--- src/rtl/ctlreg_pkg.sv ---
package ctlreg_pkg;
  localparam int DATA_W = 32;
  localparam int ADDR_W = 3;

  typedef enum logic [1:0] {
    AL_PLAIN = 2'd0,
    AL_SET   = 2'd1,
    AL_CLR   = 2'd2,
    AL_NONE  = 2'd3
  } alias_e;

  localparam int B_SRST  = 31;
  localparam int B_GATE  = 30;
  localparam int B_RUN   = 0;
  localparam int B_MODE  = 1;
  localparam int B_FLUSH = 0;
  localparam int FMT_LO  = 4;
  localparam int CFG_LO  = 2;
endpackage

--- src/rtl/ctlreg_merge.sv ---
module ctlreg_merge
  import ctlreg_pkg::*;
#(
  parameter int W = 32
) (
  input  logic [W-1:0] cur,
  input  logic [W-1:0] wd,
  input  alias_e       al,
  output logic [W-1:0] nxt
);
  for (genvar gi = 0; gi < W; gi++) begin : g_bit
    assign nxt[gi] = (al == AL_PLAIN) ? wd[gi] :
                     (al == AL_SET)   ? (cur[gi] | wd[gi]) :
                     (al == AL_CLR)   ? (cur[gi] & ~wd[gi]) :
                                        cur[gi];
  end
endmodule

--- src/rtl/ctlreg_hs.sv ---
module ctlreg_hs #(
  parameter int CYCLES = 4
) (
  input  logic clk,
  input  logic rst,
  input  logic set_i,
  input  logic clr_i,
  output logic bit_o
);
  localparam int CW = $clog2(CYCLES + 1);

  logic [CW-1:0] cnt_q;
  logic          pend_q;
  logic          bit_q;

  always_ff @(posedge clk) begin
    if (rst || set_i) begin
      bit_q  <= 1'b1;
      pend_q <= 1'b0;
      cnt_q  <= '0;
    end else if (pend_q) begin
      if (cnt_q == '0) begin
        bit_q  <= 1'b0;
        pend_q <= 1'b0;
      end else begin
        cnt_q <= cnt_q - 1'b1;
      end
    end else if (clr_i && bit_q) begin
      pend_q <= 1'b1;
      cnt_q  <= CW'(CYCLES - 1);
    end
  end

  assign bit_o = bit_q;
endmodule

--- src/rtl/ctlreg_bank.sv ---
module ctlreg_bank
  import ctlreg_pkg::*;
#(
  parameter int CFG_W       = 8,
  parameter int FMT_W       = 4,
  parameter int RST_CYCLES  = 4,
  parameter int GATE_CYCLES = 3
) (
  input  logic              clk,
  input  logic              rst,
  input  logic [ADDR_W-1:0] addr,
  input  logic [DATA_W-1:0] wdata,
  input  logic              we,
  input  logic              fifo_empty_i,
  input  logic              frame_done_i,
  output logic [DATA_W-1:0] rdata,
  output logic              soft_rst_o,
  output logic              clk_gate_o,
  output logic              run_o,
  output logic              fifo_flush_o,
  output logic              irq_o
);
  localparam int CFG_HI = CFG_LO + CFG_W - 1;
  localparam int FMT_HI = FMT_LO + FMT_W - 1;
  localparam int IEN_B  = FMT_HI + 1;
  localparam int IST_B  = FMT_HI + 2;

  logic             run_q, mode_q, flush_q, ien_q, ist_q;
  logic [CFG_W-1:0] cfg_q;
  logic [FMT_W-1:0] fmt_q;
  logic [DATA_W-1:0] rdata_q;
  logic             sr_q, cg_q;

  logic [DATA_W-1:0] view_c, view_1, nv_c, nv_1;
  alias_e al;
  logic   sel1, wr_c, wr_1;
  logic   sr_set, sr_clr, cg_set, cg_clr, hold;

  always_comb begin
    view_c          = '0;
    view_c[B_SRST]  = sr_q;
    view_c[B_GATE]  = cg_q;
    view_c[CFG_HI:CFG_LO] = cfg_q;
    view_c[B_MODE]  = mode_q;
    view_c[B_RUN]   = run_q;
    view_1          = '0;
    view_1[B_FLUSH] = flush_q;
    view_1[FMT_HI:FMT_LO] = fmt_q;
    view_1[IEN_B]   = ien_q;
    view_1[IST_B]   = ist_q;
  end

  assign al   = alias_e'(addr[1:0]);
  assign sel1 = addr[2];
  assign wr_c = we && !sel1 && (al != AL_NONE);
  assign wr_1 = we &&  sel1 && (al != AL_NONE);

  ctlreg_merge #(.W(DATA_W)) u_merge_c (.cur(view_c), .wd(wdata), .al(al), .nxt(nv_c));
  ctlreg_merge #(.W(DATA_W)) u_merge_1 (.cur(view_1), .wd(wdata), .al(al), .nxt(nv_1));

  assign sr_set = wr_c &&  nv_c[B_SRST];
  assign sr_clr = wr_c && !nv_c[B_SRST];
  assign cg_set = sr_set || (wr_c && !sr_q && nv_c[B_GATE]);
  assign cg_clr = wr_c && !sr_q && !nv_c[B_GATE];
  assign hold   = sr_q || sr_set;

  ctlreg_hs #(.CYCLES(RST_CYCLES)) u_hs_srst (
    .clk(clk), .rst(rst), .set_i(sr_set), .clr_i(sr_clr), .bit_o(sr_q));
  ctlreg_hs #(.CYCLES(GATE_CYCLES)) u_hs_gate (
    .clk(clk), .rst(rst), .set_i(cg_set), .clr_i(cg_clr), .bit_o(cg_q));

  always_ff @(posedge clk) begin
    if (rst || hold) begin
      run_q   <= 1'b0;
      mode_q  <= 1'b0;
      cfg_q   <= '0;
      flush_q <= 1'b0;
      fmt_q   <= '0;
      ien_q   <= 1'b0;
      ist_q   <= 1'b0;
    end else begin
      if (wr_c) begin
        mode_q <= nv_c[B_MODE];
        cfg_q  <= nv_c[CFG_HI:CFG_LO];
      end
      if (run_q && !mode_q && fifo_empty_i) run_q <= 1'b0;
      else if (wr_c)                        run_q <= nv_c[B_RUN];
      if (wr_1) begin
        flush_q <= nv_1[B_FLUSH];
        fmt_q   <= nv_1[FMT_HI:FMT_LO];
        ien_q   <= nv_1[IEN_B];
      end
      if (frame_done_i) ist_q <= 1'b1;
      else if (wr_1)    ist_q <= nv_1[IST_B];
    end
  end

  always_ff @(posedge clk) begin
    if (rst) rdata_q <= '0;
    else     rdata_q <= sel1 ? view_1 : view_c;
  end

  logic unused_bits;
  assign unused_bits = ^{nv_c[B_GATE-1:CFG_HI+1], nv_1[DATA_W-1:IST_B+1],
                         nv_1[FMT_LO-1:B_FLUSH+1]};

  assign rdata        = rdata_q;
  assign soft_rst_o   = sr_q;
  assign clk_gate_o   = cg_q;
  assign run_o        = run_q;
  assign fifo_flush_o = flush_q;
  assign irq_o        = ien_q & ist_q;
endmodule

--- config.mk ---
export PLATFORM = sky130hd
export DESIGN_NAME = ctlreg_bank
export DESIGN_NICKNAME = d
export VERILOG_FILES = /design/src/rtl/ctlreg_pkg.sv /design/src/rtl/ctlreg_merge.sv /design/src/rtl/ctlreg_hs.sv /design/src/rtl/ctlreg_bank.sv
export SDC_FILE = /design/constraint.sdc
export NUM_CORES = 1
export LEC_CHECK = 0
export ABC_CLOCK_PERIOD_IN_PS = 1800
export BUFFER_PORTS_ARGS = -buffer_cell sky130_fd_sc_hd__buf_2
export CAP_MARGIN = 20
export CORE_ASPECT_RATIO = 0.7
export CORE_MARGIN = 1.5
export CORE_UTILIZATION = 45
export CTS_BUF_LIST = sky130_fd_sc_hd__clkbuf_4 sky130_fd_sc_hd__clkbuf_8
export CTS_CLUSTER_SIZE = 20
export DETAILED_ROUTE_END_ITERATION = 8
export PLACE_DENSITY = 0.86
export REMOVE_ABC_BUFFERS = 1
export SYNTH_ARGS = -nofsm -noshare
export SYNTH_HDL_FRONTEND = slang
export SYNTH_SLANG_ARGS = --single-unit
--- constraint.sdc ---
create_clock -name clk -period 1.8 [get_ports clk]
set_clock_uncertainty 0.05 [all_clocks]
set_input_delay 0.18 -clock clk [delete_from_list [all_inputs] [get_ports clk]]
set_output_delay 0.18 -clock clk [all_outputs]
set_load 0.02 [all_outputs]
==> Yosys cells after proc, flatten, opt, wreduce, memory -nomap -nowiden <==
Index checks and enable logic that the tools add are counted.
{ "word_totals": {"latch_bits": 0, "ram_bits": 0, "in_bits": 40, "elab_cells": 185, "memories": 0, "out_inout_bits": 37, "reg_bits": 58, "mem_bits_ro": 0} }
{ "op_classes": {"n_addsub": 2, "muxes": 72, "n_reduce_logical": 40, "n_div": 0, "n_eq_ne": 5, "n_lt_le_gt_ge": 0, "shift": 0, "multipliers": 0, "bitwise_logic": 51} }
{ "ops": {"columns": ["operator", "count"], "rows": [
  ["two-way mux 1 bit", 65],
  ["bitwise AND 1 bit", 20],
  ["OR 1 bit", 19],
  ["AND reduction 2 bit", 7],
  ["logical AND 1 bit", 13],
  ["NOT 1 bit", 12],
  ["two-way mux 10 bit", 1],
  ["two-way mux 3 bit", 3],
  ["two-way mux 2 bit", 3],
  ["!= test 2 bit (second input constant)", 3],
  ["nonzero test 2 bit", 3],
  ["zero test 1 bit", 5],
  ["logical OR 1 bit", 5],
  ["zero test 2 bit", 2],
  ["nonzero test 4 bit", 1],
  ["OR reduction 2 bit", 2],
  ["zero test 3 bit", 1],
  ["nonzero test 3 bit", 1],
  ["subtractor 3 x 1 -> 3 bit (second input constant)", 1],
  ["== test 2 x 1 -> 1 bit (second input constant)", 1],
  ["== test 2 bit (second input constant)", 1],
  ["subtractor 2 x 1 -> 2 bit (second input constant)", 1]
]} }

==> Logic depth before layout (Yosys ltp) <==
Gate-level depths: netlist of run 1.
{ "depth": {"depth_word": 10, "mapped_depth": 6, "depth_no_buf": 6} }

==> Modules after synthesis <==
Synthesis of run 1 repeated with hierarchy kept, for this count alone.
{ "hier_totals": {"cells_unflattened": 465, "hier_area_um2": 3400.8} }
{ "by_module_without_submodules": {"columns": ["module", "seq_area_each_um2", "instances", "cells_per_inst", "area_per_inst_um2"], "rows": [
  ["ctlreg_merge", 0.0, 2, 138, 823.3],
  ["ctlreg_bank", 580.6, 1, 148, 1331.3],
  ["ctlreg_hs (u_hs_srst)", 100.1, 1, 23, 241.5],
  ["ctlreg_hs (u_hs_gate)", 80.1, 1, 18, 181.4]
]} }

==> Worst setup path before layout of run 1 <==
Ideal clock, no wire load.
{ "synth_path": {"kind": "register to register", "startpoint": "register u_hs_srst.bit_q (netlist: u_hs_srst.bit_o)", "endpoint": "register (tool-made name)", "arrival_time_ps": 1245, "path_buffers": 1, "period_less_slack_ps": 1416, "path_slack_ps": 384, "path_stages_with_launch": 6, "setup_time_ps": 122, "required_ps": 1628, "cell_sequence": "dfxtp_1 nand3b_1 and3_4 o21ai_4 buf_6 a21oi_1"} }
{ "synth_lines": {"columns": ["item", "line_no", "text"], "rows": [
  ["start, declared", "ctlreg_hs.sv:14", "logic bit_q;"],
  ["start signal, assigned", "ctlreg_hs.sv:18", "bit_q <= 1'b1;"],
  ["start signal, assigned", "ctlreg_hs.sv:23", "bit_q <= 1'b0;"]
]} }

==> results of run 1 <==
==> power by group through the flow <==
stage	sequential, W	combinational (W)	clock, W
4_1_cts	0.000849	0.000175	0.000540
3_5_place_dp	0.000868	0.000174	0
2_1_floorplan	0.000872	0.000104	0
5_1_grt	0.000849	0.000192	0.000578
3_3_place_gp	0.000868	0.000170	0
6_report	0.000849	0.000175	0.000532
==> critical path, stage by stage (launching register included) <==
cell,delay (ns)
dfxtp_1,0.48
nand3b_1,0.14
and3_4,0.20
o21ai_4,0.40
a21oi_1,0.09
==> kinds of logic (layout without fill, tap and decap cells) <==
logic type | Yosys count | after routing | synth area share [%]
AOI/OAI and AO/OA | 50 | 50 | 18.1
adders and majority gates | 3 | 3 | 2.11
buffers and inverters | 33 | 55 | 12.5
DFF | 38 | 38 | 42.8
muxes | 7 | 7 | 3.95
other | 1 | 20 | 0.211
and+or+nand+nor | 72 | 72 | 20.2
==> final cells by class <==
class	instances	share of cell area, %
multi-input cells	152	43.0
flip-flops and latches	38	37.9
repair buffers	40	10.5
clock buffers	5	3.43
well taps	50	3.12
inverters	8	1.50
clock inverters	2	0.499
==> layer usage <==
layer	track usage [%]	vias to the layer above	wire, um	part of all wire (%)
li1	-	731	-	-
met1	22.0	682	1650	47
met2	25.6	37	1680	47
met3	5.45	4	184	5.2
met4	5.36	0	29	0.82
met5	0	-	0	0
==> through the flow <==
stage / hold WS, ns / area (sq um) / total power (W) / std cells
final: 0.0996 / 2010 / 0.00156 / 295
after global routing: 0.108 / 2010 / 0.00162 / 295
after floorplan: 0.202 / 1650 / 0.000975 / 198
after global placement: 0.383 / 1930 / 0.00104 / 288
after CTS: 0.101 / 2010 / 0.00156 / 295
after detailed placement: 0.394 / 1930 / 0.00104 / 288
==> final timing paths <==
check / start / to / cells after the start
worst max-delay path: u_hs_srst.bit_o / register / 4
worst min-delay path: wdata[1] / register / 3
worst max register to register: u_hs_srst.bit_o / register / 4
worst min register to register: register / rdata[2] / 1
==> synthesized netlist by cell type <==
master,count
a22oi_1,1
a21boi_1,1
nand3_1,2
o21ai_0,17
nor3_2,1
a221oi_2,1
o21ai_4,1
a311o_1,1
a21oi_1,18
a21o_1,2
inv_1,8
nand2b_2,1
mux2i_1,7
nor2_1,23
o221a_1,1
nand2b_1,3
clkbuf_1,1
a21boi_4,1
nand2_2,1
dfxtp_1,38
a211oi_1,1
nor3b_1,2
o211ai_1,3
and2_4,1
buf_2,1
buf_4,20
nand3b_1,1
nor3b_2,2
nor2b_1,1
conb_1,1
buf_6,3
and3_4,1
and2_1,7
ha_1,3
nand2_1,24
a221oi_1,1
or3_1,1
nor3_1,1
a31oi_1,1
==> reports/metrics.yaml, run 1 <==
p_seq_share_pct: 54.5
syn_inst: 204
drtIter0Drc: 54
grt_first_pass_wirelength_mm: 5.71
worstSetupEndpointType: "register"
setup_slack_ns: 0.303
ys_seq_elements: 38
preCtsSetupSlack_ns: 0.305
cts_hold_buffers: 0
fill_cells: 376
port_buffers: 36
path_max_fanout: 17
grt_max_degree: 18
synth_top_area_share_pct: 42.8
final_common_cell: "dfxtp_1"
cts_tree: "yes"
status: "finished clean"
multiInputGateArea_sq_um: 863
rrSetupSlack_ns: 0.30
start_util_pct: 48.7
clk_pin_slew_ns: 0.07
setup_tns_ns: 0
yosys_warnings: 0
p_switching_w: 0.000396
hp-class: "in -> reg"
maxSlewViolCount: 0
ir_drop_mv: 0.563
antenna_left: 0
synth_area_leaders: "dfxtp_1 (43%), buf_4 (8.5%), a21oi_1 (5.1%)"
rsz0062_at_grt: "false"
pin_count: 77
finalCriticalPeriod_ns: 1.50
post_cts_resized: 0
routed_via_density: 4.93
path_class: "reg -> reg"
routed_wl_mm: 3.55
cts_setup_buffers: 0
combPwrFrac_pct: 11.3
drv_cap: 0
core_sq_mm: 0.00365
clk_latency_ns: 0.28
num-nets-final: 288
p_per_area_mw_per_mm2: 776
crit_required_ns: 1.90
num_antenna_cells: 0
dp_hpwl_mm: 2.60
avgSynthCellArea_sq_um: 8.70
timing.final.crit_share_pct: 83.2
h-tree-depth: 2
antenna_found_initial: 0
globalRouteTotalUtil_pct: 16.6
yosysTopAreaCell: "dfxtp_1"
final_util_pct: 55.0
worstPathArrival_ns: 1.59
clock.fmax_mhz: 668
power.leakage_nw: 0.847
syn_area_sq_mm: 0.00178
root_buffer: "clkbuf_8"
num_vias: 1454
gr-total-overflow: 0
seq_area_sq_um: 761
synthToLayoutAreaGrowth_pct: 13.0
setup_viol: 0
yosysUniqueCellTypes: 39
avgRoutedWirePerCell_um: 12.0
grt_pass1_vias: 1322
routabilityCongestion: 0.870
drive_gt1_share_pct: 23.3
die_h_um: 55.6
p_int_w: 0.00116
cts.path.max_buffers: 2
rows: 18
clockPowerShare_pct: 34.2
final_cell_mix: "dfxtp_1 (38), buf_2 (36), nand2_1 (24), nor2_1 (23), conb_1 (20)"
die_area_sq_mm: 0.00434
p_sw_share_pct: 25.4
crit_path_start_kind: "register"
dr.pass1.iters: 4
tritoncts.num_buffers: 5
cts.sinks: 38
route.detailed.drc: 0
final-hold-violation-count: 0
die_w_um: 78.1
yosysSeqAreaShare_pct: 42.8
(Power assumes the default switching activity.)
==> inputs of run 2 (changes only) <==
--- a/config.mk
+++ b/config.mk
@@ -5,16 +5,16 @@
 export SDC_FILE = /design/constraint.sdc
 export NUM_CORES = 1
 export LEC_CHECK = 0
-export ABC_CLOCK_PERIOD_IN_PS = 1800
+export ABC_CLOCK_PERIOD_IN_PS = 1200
 export BUFFER_PORTS_ARGS = -buffer_cell sky130_fd_sc_hd__buf_2
 export CAP_MARGIN = 20
 export CORE_ASPECT_RATIO = 0.7
 export CORE_MARGIN = 1.5
-export CORE_UTILIZATION = 45
+export CORE_UTILIZATION = 44
 export CTS_BUF_LIST = sky130_fd_sc_hd__clkbuf_4 sky130_fd_sc_hd__clkbuf_8
 export CTS_CLUSTER_SIZE = 20
 export DETAILED_ROUTE_END_ITERATION = 8
-export PLACE_DENSITY = 0.86
+export PLACE_DENSITY = 0.88
 export REMOVE_ABC_BUFFERS = 1
 export SYNTH_ARGS = -nofsm -noshare
 export SYNTH_HDL_FRONTEND = slang
==> constraint.sdc (replaced) <==
create_clock -name clk -period 1.2 [get_ports clk]
set_clock_uncertainty 0.05 [all_clocks]
set_input_delay 0.12 -clock clk [delete_from_list [all_inputs] [get_ports clk]]
set_output_delay 0.12 -clock clk [all_outputs]
set_load 0.02 [all_outputs]
==> run 2 against run 1 <==
The run now ends with negative setup slack left. Combinational power up 93%. Cell area grew 15%. Setup slack lost 0.41 ns. Sequential share of layout area is 4.7 points lower. Register-to-register slack got worse by 0.41 ns. Total power is 63% higher. Largest cell class unchanged.
==> reports/metrics.yaml, run 2 (synthesis gave the netlist of run 1 again) <==
status: "finished, violations left"
violations: "negative setup slack"
die_h_um: 56.1  # +1.1%
die_w_um: 78.9  # +1.1%
drv_cap: 0  # unchanged
clockPowerShare_pct: 36.7  # +2.5 points
wl_met3_um: 201  # +9.2%
setup_slack_ns: -0.107  # -0.409 ns
fin_total_pwr_w: 0.00254  # +63%
path_class: "reg -> reg"
cp_slowest_cell: "or3_4"
h-tree-depth: 2  # unchanged
crit_required_ns: 1.38  # -0.52 ns
cts_hold_buffers: 0  # unchanged
routabilityCongestion: 0.788  # -9.4%
port_buffers: 36  # unchanged
finalCriticalPeriod_ns: 1.31  # -0.191 ns
avgRoutedWirePerCell_um: 13.6  # +13%
placed_cells: 305  # +5.9%
gr-total-overflow: 0  # unchanged
cp_cell_sequence: "inv_2 -> ha_4 -> ha_4 -> or3_4 -> a21oi_2"
final-hold-violation-count: 0  # unchanged
clock.fmax_mhz: 765  # +15%
synthToLayoutAreaGrowth_pct: 30.3
p_switching_w: 0.000662  # +67%
dr.pass1.iters: 4  # unchanged
grt_pass1_vias: 1498  # +13%
start_util_pct: 45.5  # -3.1 points
worst-path-stages: 5  # +1
timing.final.crit_share_pct: 109  # +26 points
hold_ws_ns: 0.0355  # -0.0641 ns
worstSetupEndpointType: "register"
cp_common_cell: "ha_4"
tritoncts.num_buffers: 5  # unchanged
power.leakage_nw: 0.978  # +15%
dr_wl_met2_mm: 2.22  # +32%
combPwrFrac_pct: 13.3  # +2.0 points
final_common_cell: "buf_2"
cp_top_family: "simple AND/OR/NAND/NOR gates"
globalRouteTotalUtil_pct: 19.9  # +3.3 points
setup_viol: 25  # +25
num_vias: 1567  # +7.8%
die_area_sq_mm: 0.00443  # +2.2%
drtIter0Drc: 76  # +41%
route.detailed.drc: 0  # unchanged
ir_drop_mv: 0.553  # -1.8%
worst_r2r_path_depth: 5  # +1
slowest_delay_ns: 0.39  # -0.09 ns
maxSlewViolCount: 0  # unchanged
num_antenna_cells: 0  # unchanged
worst-path-buf-inv: 1  # +1
routed_via_density: 4.93  # about the same
setup_tns_ns: -1.27  # -1.27 ns
hp-class: "in -> reg"
p_per_area_mw_per_mm2: 1100  # +41%
root_buffer: "clkbuf_8"
worstHoldPathCells: 3  # unchanged
grt_first_pass_wirelength_mm: 6.73  # +18%
cts_tree: "yes"
p_sw_share_pct: 26.1  # +0.65 points
drt-met1-wl_mm: 1.82  # +11%
seq_area_sq_um: 768  # +0.99%
cts.path.max_buffers: 2  # unchanged
antenna_left: 0  # unchanged
routed_wl_mm: 4.32  # +22%
multiInputGateArea_sq_um: 982  # +14%
rsz0062_at_grt: "true"
fin_cells: 318  # +7.8%
final_cell_mix: "buf_2 (36), dfxtp_1 (34), nand2_1 (24), buf_4 (23), nor2_1 (21)"
dp_hpwl_mm: 2.78  # +7.2%
core_sq_mm: 0.00390  # +6.9%
num-nets-final: 308  # +6.9%
clk_pin_slew_ns: 0.07  # about the same
pin_count: 77  # unchanged
fill_cells: 339  # -9.8%
antenna_found_initial: 0  # unchanged
top_layer_used: "met4"
p_int_w: 0.00188  # +62%
path_max_fanout: 3  # -14
crit_path_start_kind: "register"
worstPathArrival_ns: 1.49  # -0.10 ns
clk_latency_ns: 0.29  # about the same
grt_max_degree: 18  # unchanged
drive_gt1_share_pct: 37.2  # +14 points
cts.sinks: 38  # unchanged
rows: 19  # +1
p_seq_share_pct: 50.1  # -4.4 points
[run 2: final cells by class]
cell class                      instances  area share (%)
Inverter                                8            1.30
Timing Repair Buffer                   60            16.1
Tap cell                               52            2.81
Clock inverter                          1           0.216
Multi-Input combinational cell        152            42.5
Sequential cell                        38            33.2
Clock buffer                            7            3.89
[run 2: repair_timing]
action	4_1_cts	5_1_grt
endpoints found under the setup margin	25	26
gates resized for setup	21	9
setup buffers	4	1
pin swaps	12	7
[run 2: routing by layer]
metal / vias to the layer above / GRT usage, %
met5: - / 0
met4: 0 / 9.27
met3: 7 / 5.08
met2: 45 / 33.3
met1: 741 / 24.0
li1: 774 / -
[run 2: path summary, 6_finish.rpt]
kind / end / startpoint / slack (ns)
min: register / wdata[5] / 0.04
max: u_hs_srst.cnt_q[2] / u_hs_srst.cnt_q[1] / -0.11
min reg2reg: rdata[3] / register / 0.41
max reg2reg: u_hs_srst.cnt_q[2] / u_hs_srst.cnt_q[1] / -0.11
[run 2: worst min-delay path: cells and delay by family]
kind | cells | cell delay (ns)
buffers and inverters | 1 | 0.11
AO/OA/AOI/OAI | 1 | 0.05
AND/OR/NAND/NOR | 1 | 0.05
[run 2: power groups by stage]
stage	Sequential, W	Combinational (W)	Clock (W)
detailed placement	0.00130	0.000290	0
floorplan	0.00131	0.000155	0
global route	0.00127	0.000363	0.000977
finish	0.00127	0.000337	0.000932
CTS	0.00127	0.000320	0.000933
global placement	0.00130	0.000282	0
[run 2: through the flow]
step | setup WS (ns) | util (%) | cell area [sq um]
2_1_floorplan | -0.202 | - | 1650
3_3_place_gp | -0.165 | 52.7 | 2050
3_5_place_dp | -0.238 | 52.7 | 2050
4_1_cts | -0.115 | 58.0 | 2260
5_1_grt | -0.162 | 59.3 | 2310
6_report | -0.107 | 59.3 | 2310
==> inputs of run 3 (changes only) <==
--- a/config.mk
+++ b/config.mk
@@ -5,6 +5,7 @@
 export SDC_FILE = /design/constraint.sdc
 export NUM_CORES = 1
 export LEC_CHECK = 0
+export ABC_AREA = 1
 export ABC_CLOCK_PERIOD_IN_PS = 1200
 export BUFFER_PORTS_ARGS = -buffer_cell sky130_fd_sc_hd__buf_2
 export CAP_MARGIN = 20
==> run 3 against run 2 <==
The flow still finishes with violations (negative setup slack). Sequential share of layout area fell by 0.46 points. Total power grew 7.5%. Global-route usage shrank 0.28 points. Sequential cell count did not move. First-iteration DRC count is 120% higher. Via count rose by 13%. Clock power rose by 15%. Setup slack worse by 0.0081 ns. Maximum frequency decreased by 0.62%. Final cell count is 16% higher. Critical path depth is 4 higher.
==> reports/metrics.yaml, run 3 <==
status: "finished, violations left"
violations: "negative setup slack"
rsz0062_at_grt: "true"
slowest_delay_ns: 0.34  # -0.05 ns
gr-total-overflow: 0  # unchanged
ys_seq_elements: 38  # unchanged
antenna_found_initial: 0  # unchanged
crit_path_start_kind: "register"
drv_cap: 0  # unchanged
worstPathArrival_ns: 1.46  # -0.03 ns
clk_latency_ns: 0.29  # about the same
avgSynthCellArea_sq_um: 7.13  # -18%
reg2reg_to: "u_hs_srst.cnt_q[1]"
yosys_warnings: 0  # unchanged
num-nets-final: 360  # +17%
timing.final.crit_share_pct: 110  # +0.68 points
synthTopCellsByCount: "nor2_1 (63), dfxtp_1 (38), nand2_1 (34)"
worst_r2r_path_depth: 9  # +4
die_h_um: 56.7  # +0.94%
fin_area_sq_mm: 0.00233  # +0.76%
clockPowerShare_pct: 39.3  # +2.6 points
p_switching_w: 0.000707  # +6.6%
combPwrFrac_pct: 13.6  # +0.3 points
synthToLayoutAreaGrowth_pct: 28.7
routed_wl_mm: 4.24  # -1.9%
drive_gt1_share_pct: 29.6  # -7.7 points
core_sq_mm: 0.00392  # +0.61%
grt_pass1_vias: 1496  # -0.13%
cts.path.max_buffers: 2  # unchanged
cts.sinks: 38  # unchanged
port_buffers: 36  # unchanged
final_cell_mix: "nor2_1 (60), dfxtp_1 (36), buf_2 (36), nand2_1 (32)"
p_seq_share_pct: 47.1  # -3.0 points
yosysMostFrequentCell: "nor2_1"
crit_required_ns: 1.35  # -0.03 ns
final_common_cell: "nor2_1"
globalRouteTotalUtil_pct: 19.6  # -0.28 points
hold_ws_ns: 0.0455  # +0.00993 ns
wl_met3_um: 317  # +58%
synth_area_leaders: "dfxtp_1 (42%), nor2_1 (13%), buf_4 (8.7%)"
dp_hpwl_mm: 2.92  # +5.0%
synth_edf_count: 0  # unchanged
routed_via_density: 4.79  # -2.9%
setup_slack_ns: -0.115  # -0.00812 ns
grt_first_pass_wirelength_mm: 6.75  # +0.31%
drt-met1-wl_mm: 1.89  # +3.4%
regToRegStartpoint: "u_hs_srst.cnt_q[0]"
power.leakage_nw: 1.10  # +12%
path_class: "reg -> reg"
cts_tree: "yes"
final-hold-violation-count: 0  # unchanged
worstSetupEndpointType: "register"
avgRoutedWirePerCell_um: 11.5  # -16%
dr_wl_met2_mm: 1.99  # -10%
yosysUniqueCellTypes: 25  # -36%
antenna_left: 0  # unchanged
route.detailed.drc: 0  # unchanged
die_w_um: 79.7  # +0.94%
synth_top_area_share_pct: 42.0  # -0.83 points
rows: 19  # unchanged
grt_max_degree: 18  # unchanged
ys.flop_type: "dfxtp_1"
final_util_pct: 59.4  # +0.087 points
clock.fmax_mhz: 761  # -0.62%
postPlaceCellArea_sq_mm: 0.00207  # +0.85%
cp_slowest_cell: "dfxtp_2"
path_max_fanout: 2  # -1
die_area_sq_mm: 0.00451  # +1.9%
yosysSeqAreaShare_pct: 42.0  # -0.83 points
routabilityCongestion: 0.814  # +3.3%
h-tree-depth: 2  # unchanged
p_per_area_mw_per_mm2: 1170  # +6.7%
pin_count: 77  # unchanged
async_reset_ff_share_pct: 0  # unchanged
hp-class: "in -> reg"
setup_viol: 3  # -88%
cp_cell_sequence: "inv_2 -> ha_4 -> ha_4 -> nor2_4 -> buf_4 -> buf_4 -> nand2_2 -> nand3_2 -> nor2_1"
min-delay-start: "wdata[3]"
top_layer_used: "met4"
maxSlewViolCount: 0  # unchanged
ir_drop_mv: 0.594  # +7.4%
syn_area_sq_mm: 0.00181  # +2.0%
num_vias: 1771  # +13%
root_buffer: "clkbuf_8"
tritoncts.num_buffers: 5  # unchanged
p_int_w: 0.00202  # +7.8%
worstHoldPathCells: 3  # unchanged
dr.pass1.iters: 5  # +1
p_sw_share_pct: 25.9  # -0.20 points
num_antenna_cells: 0  # unchanged
yosysTopAreaCell: "dfxtp_1"
finalCriticalPeriod_ns: 1.31  # +0.00812 ns
start_util_pct: 46.2  # +0.62 points
syn_inst: 254  # +25%
clk_pin_slew_ns: 0.08  # about the same
drtIter0Drc: 170  # +120%
rrSetupSlack_ns: -0.11  # about the same
==> run 3: cell types whose count changed after synthesis, moves of 3 or more <==
cell	previous run	this run
nand2b_1	3	0
nor2_1	23	63
inv_1	8	23
and2_1	7	0
nand4_1	0	3
o21ai_0	17	24
nand3_1	2	6
nand2_1	24	34
mux2i_1	7	0
==> run 3: final cells by class <==
| cell class | count | area (sq um) |
|---|---|---|
| clock buffer | 5 | 68.8 |
| inverter | 25 | 93.8 |
| fill | 372 | 1590 |
| tap | 52 | 65.1 |
| sequential | 38 | 763 |
| multi-input combinational | 185 | 918 |
| timing repair buffer | 62 | 382 |
| clock inverter | 3 | 40.0 |
==> run 3: logic make-up after synthesis <==
logic type / synth area share (%)
buffers and inverters: 15.3
adder cells (fa/ha/maj): 2.07
other: 0.207
AO/OA/AOI/OAI: 14.7
flip-flops: 42.0
AND/OR/NAND/NOR: 25.7
==> run 3: power by group through the flow <==
stage | Combinational (W) | Sequential, W | Clock [W]
2_1_floorplan | 0.000179 | 0.00133 | 0
3_3_place_gp | 0.000331 | 0.00131 | 0
3_5_place_dp | 0.000336 | 0.00131 | 0
4_1_cts | 0.000357 | 0.00128 | 0.00108
5_1_grt | 0.000410 | 0.00129 | 0.00113
6_report | 0.000372 | 0.00128 | 0.00107
==> run 3: worst max path at each step <==
stage	to	slack [ns]	cells after the start	from
after floorplan	u_hs_srst.cnt_q[2]	-0.25	7	u_hs_srst.cnt_q[0]
after global placement	u_hs_srst.cnt_q[2]	-0.28	7	u_hs_srst.cnt_q[0]
after detailed placement	u_hs_srst.cnt_q[2]	-0.35	7	u_hs_srst.cnt_q[0]
after CTS	u_hs_srst.cnt_q[1]	-0.08	9	u_hs_srst.cnt_q[1]
after global routing	u_hs_srst.cnt_q[1]	-0.17	9	u_hs_srst.cnt_q[0]
final	u_hs_srst.cnt_q[1]	-0.11	9	u_hs_srst.cnt_q[0]
==> run 3: critical path: cells and delay by family (launching register included) <==
kind                     cells  cell delay, ns
AND/OR/NAND/NOR              4            0.24
adder cells (fa/ha/maj)      2            0.32
flip-flops                   1            0.34
buffers and inverters        3            0.26
==> run 3: per-stage QoR <==
| stage | setup slack, ns | TNS [ns] | power (W) | cells |
|---|---|---|---|---|
| global route | -0.173 | -0.553 | 0.00283 | 370 |
| CTS | -0.0760 | -0.185 | 0.00272 | 367 |
| global placement | -0.276 | -0.654 | 0.00164 | 353 |
| detailed placement | -0.353 | -1.04 | 0.00165 | 353 |
| finish | -0.115 | -0.279 | 0.00273 | 370 |
| floorplan | -0.247 | -0.394 | 0.00151 | 248 |
==> run 3: metal layers <==
metal | vias to the layer above | GRT usage (%)
met5 | - | 0
met4 | 0 | 6.02
met3 | 5 | 5.04
met2 | 58 | 30.4
met1 | 813 | 26.8
li1 | 895 | -
==> run 3: timing repair <==
| item | in CTS | in global routing |
|---|---|---|
| pin swaps | 6 | 2 |
| buffers inserted | 5 | 3 |
| setup endpoints to repair | 4 | 18 |
| hold buffers | 1 | 0 |
| resized for setup | 17 | 8 |
| hold endpoints to repair | 1 | 0 |
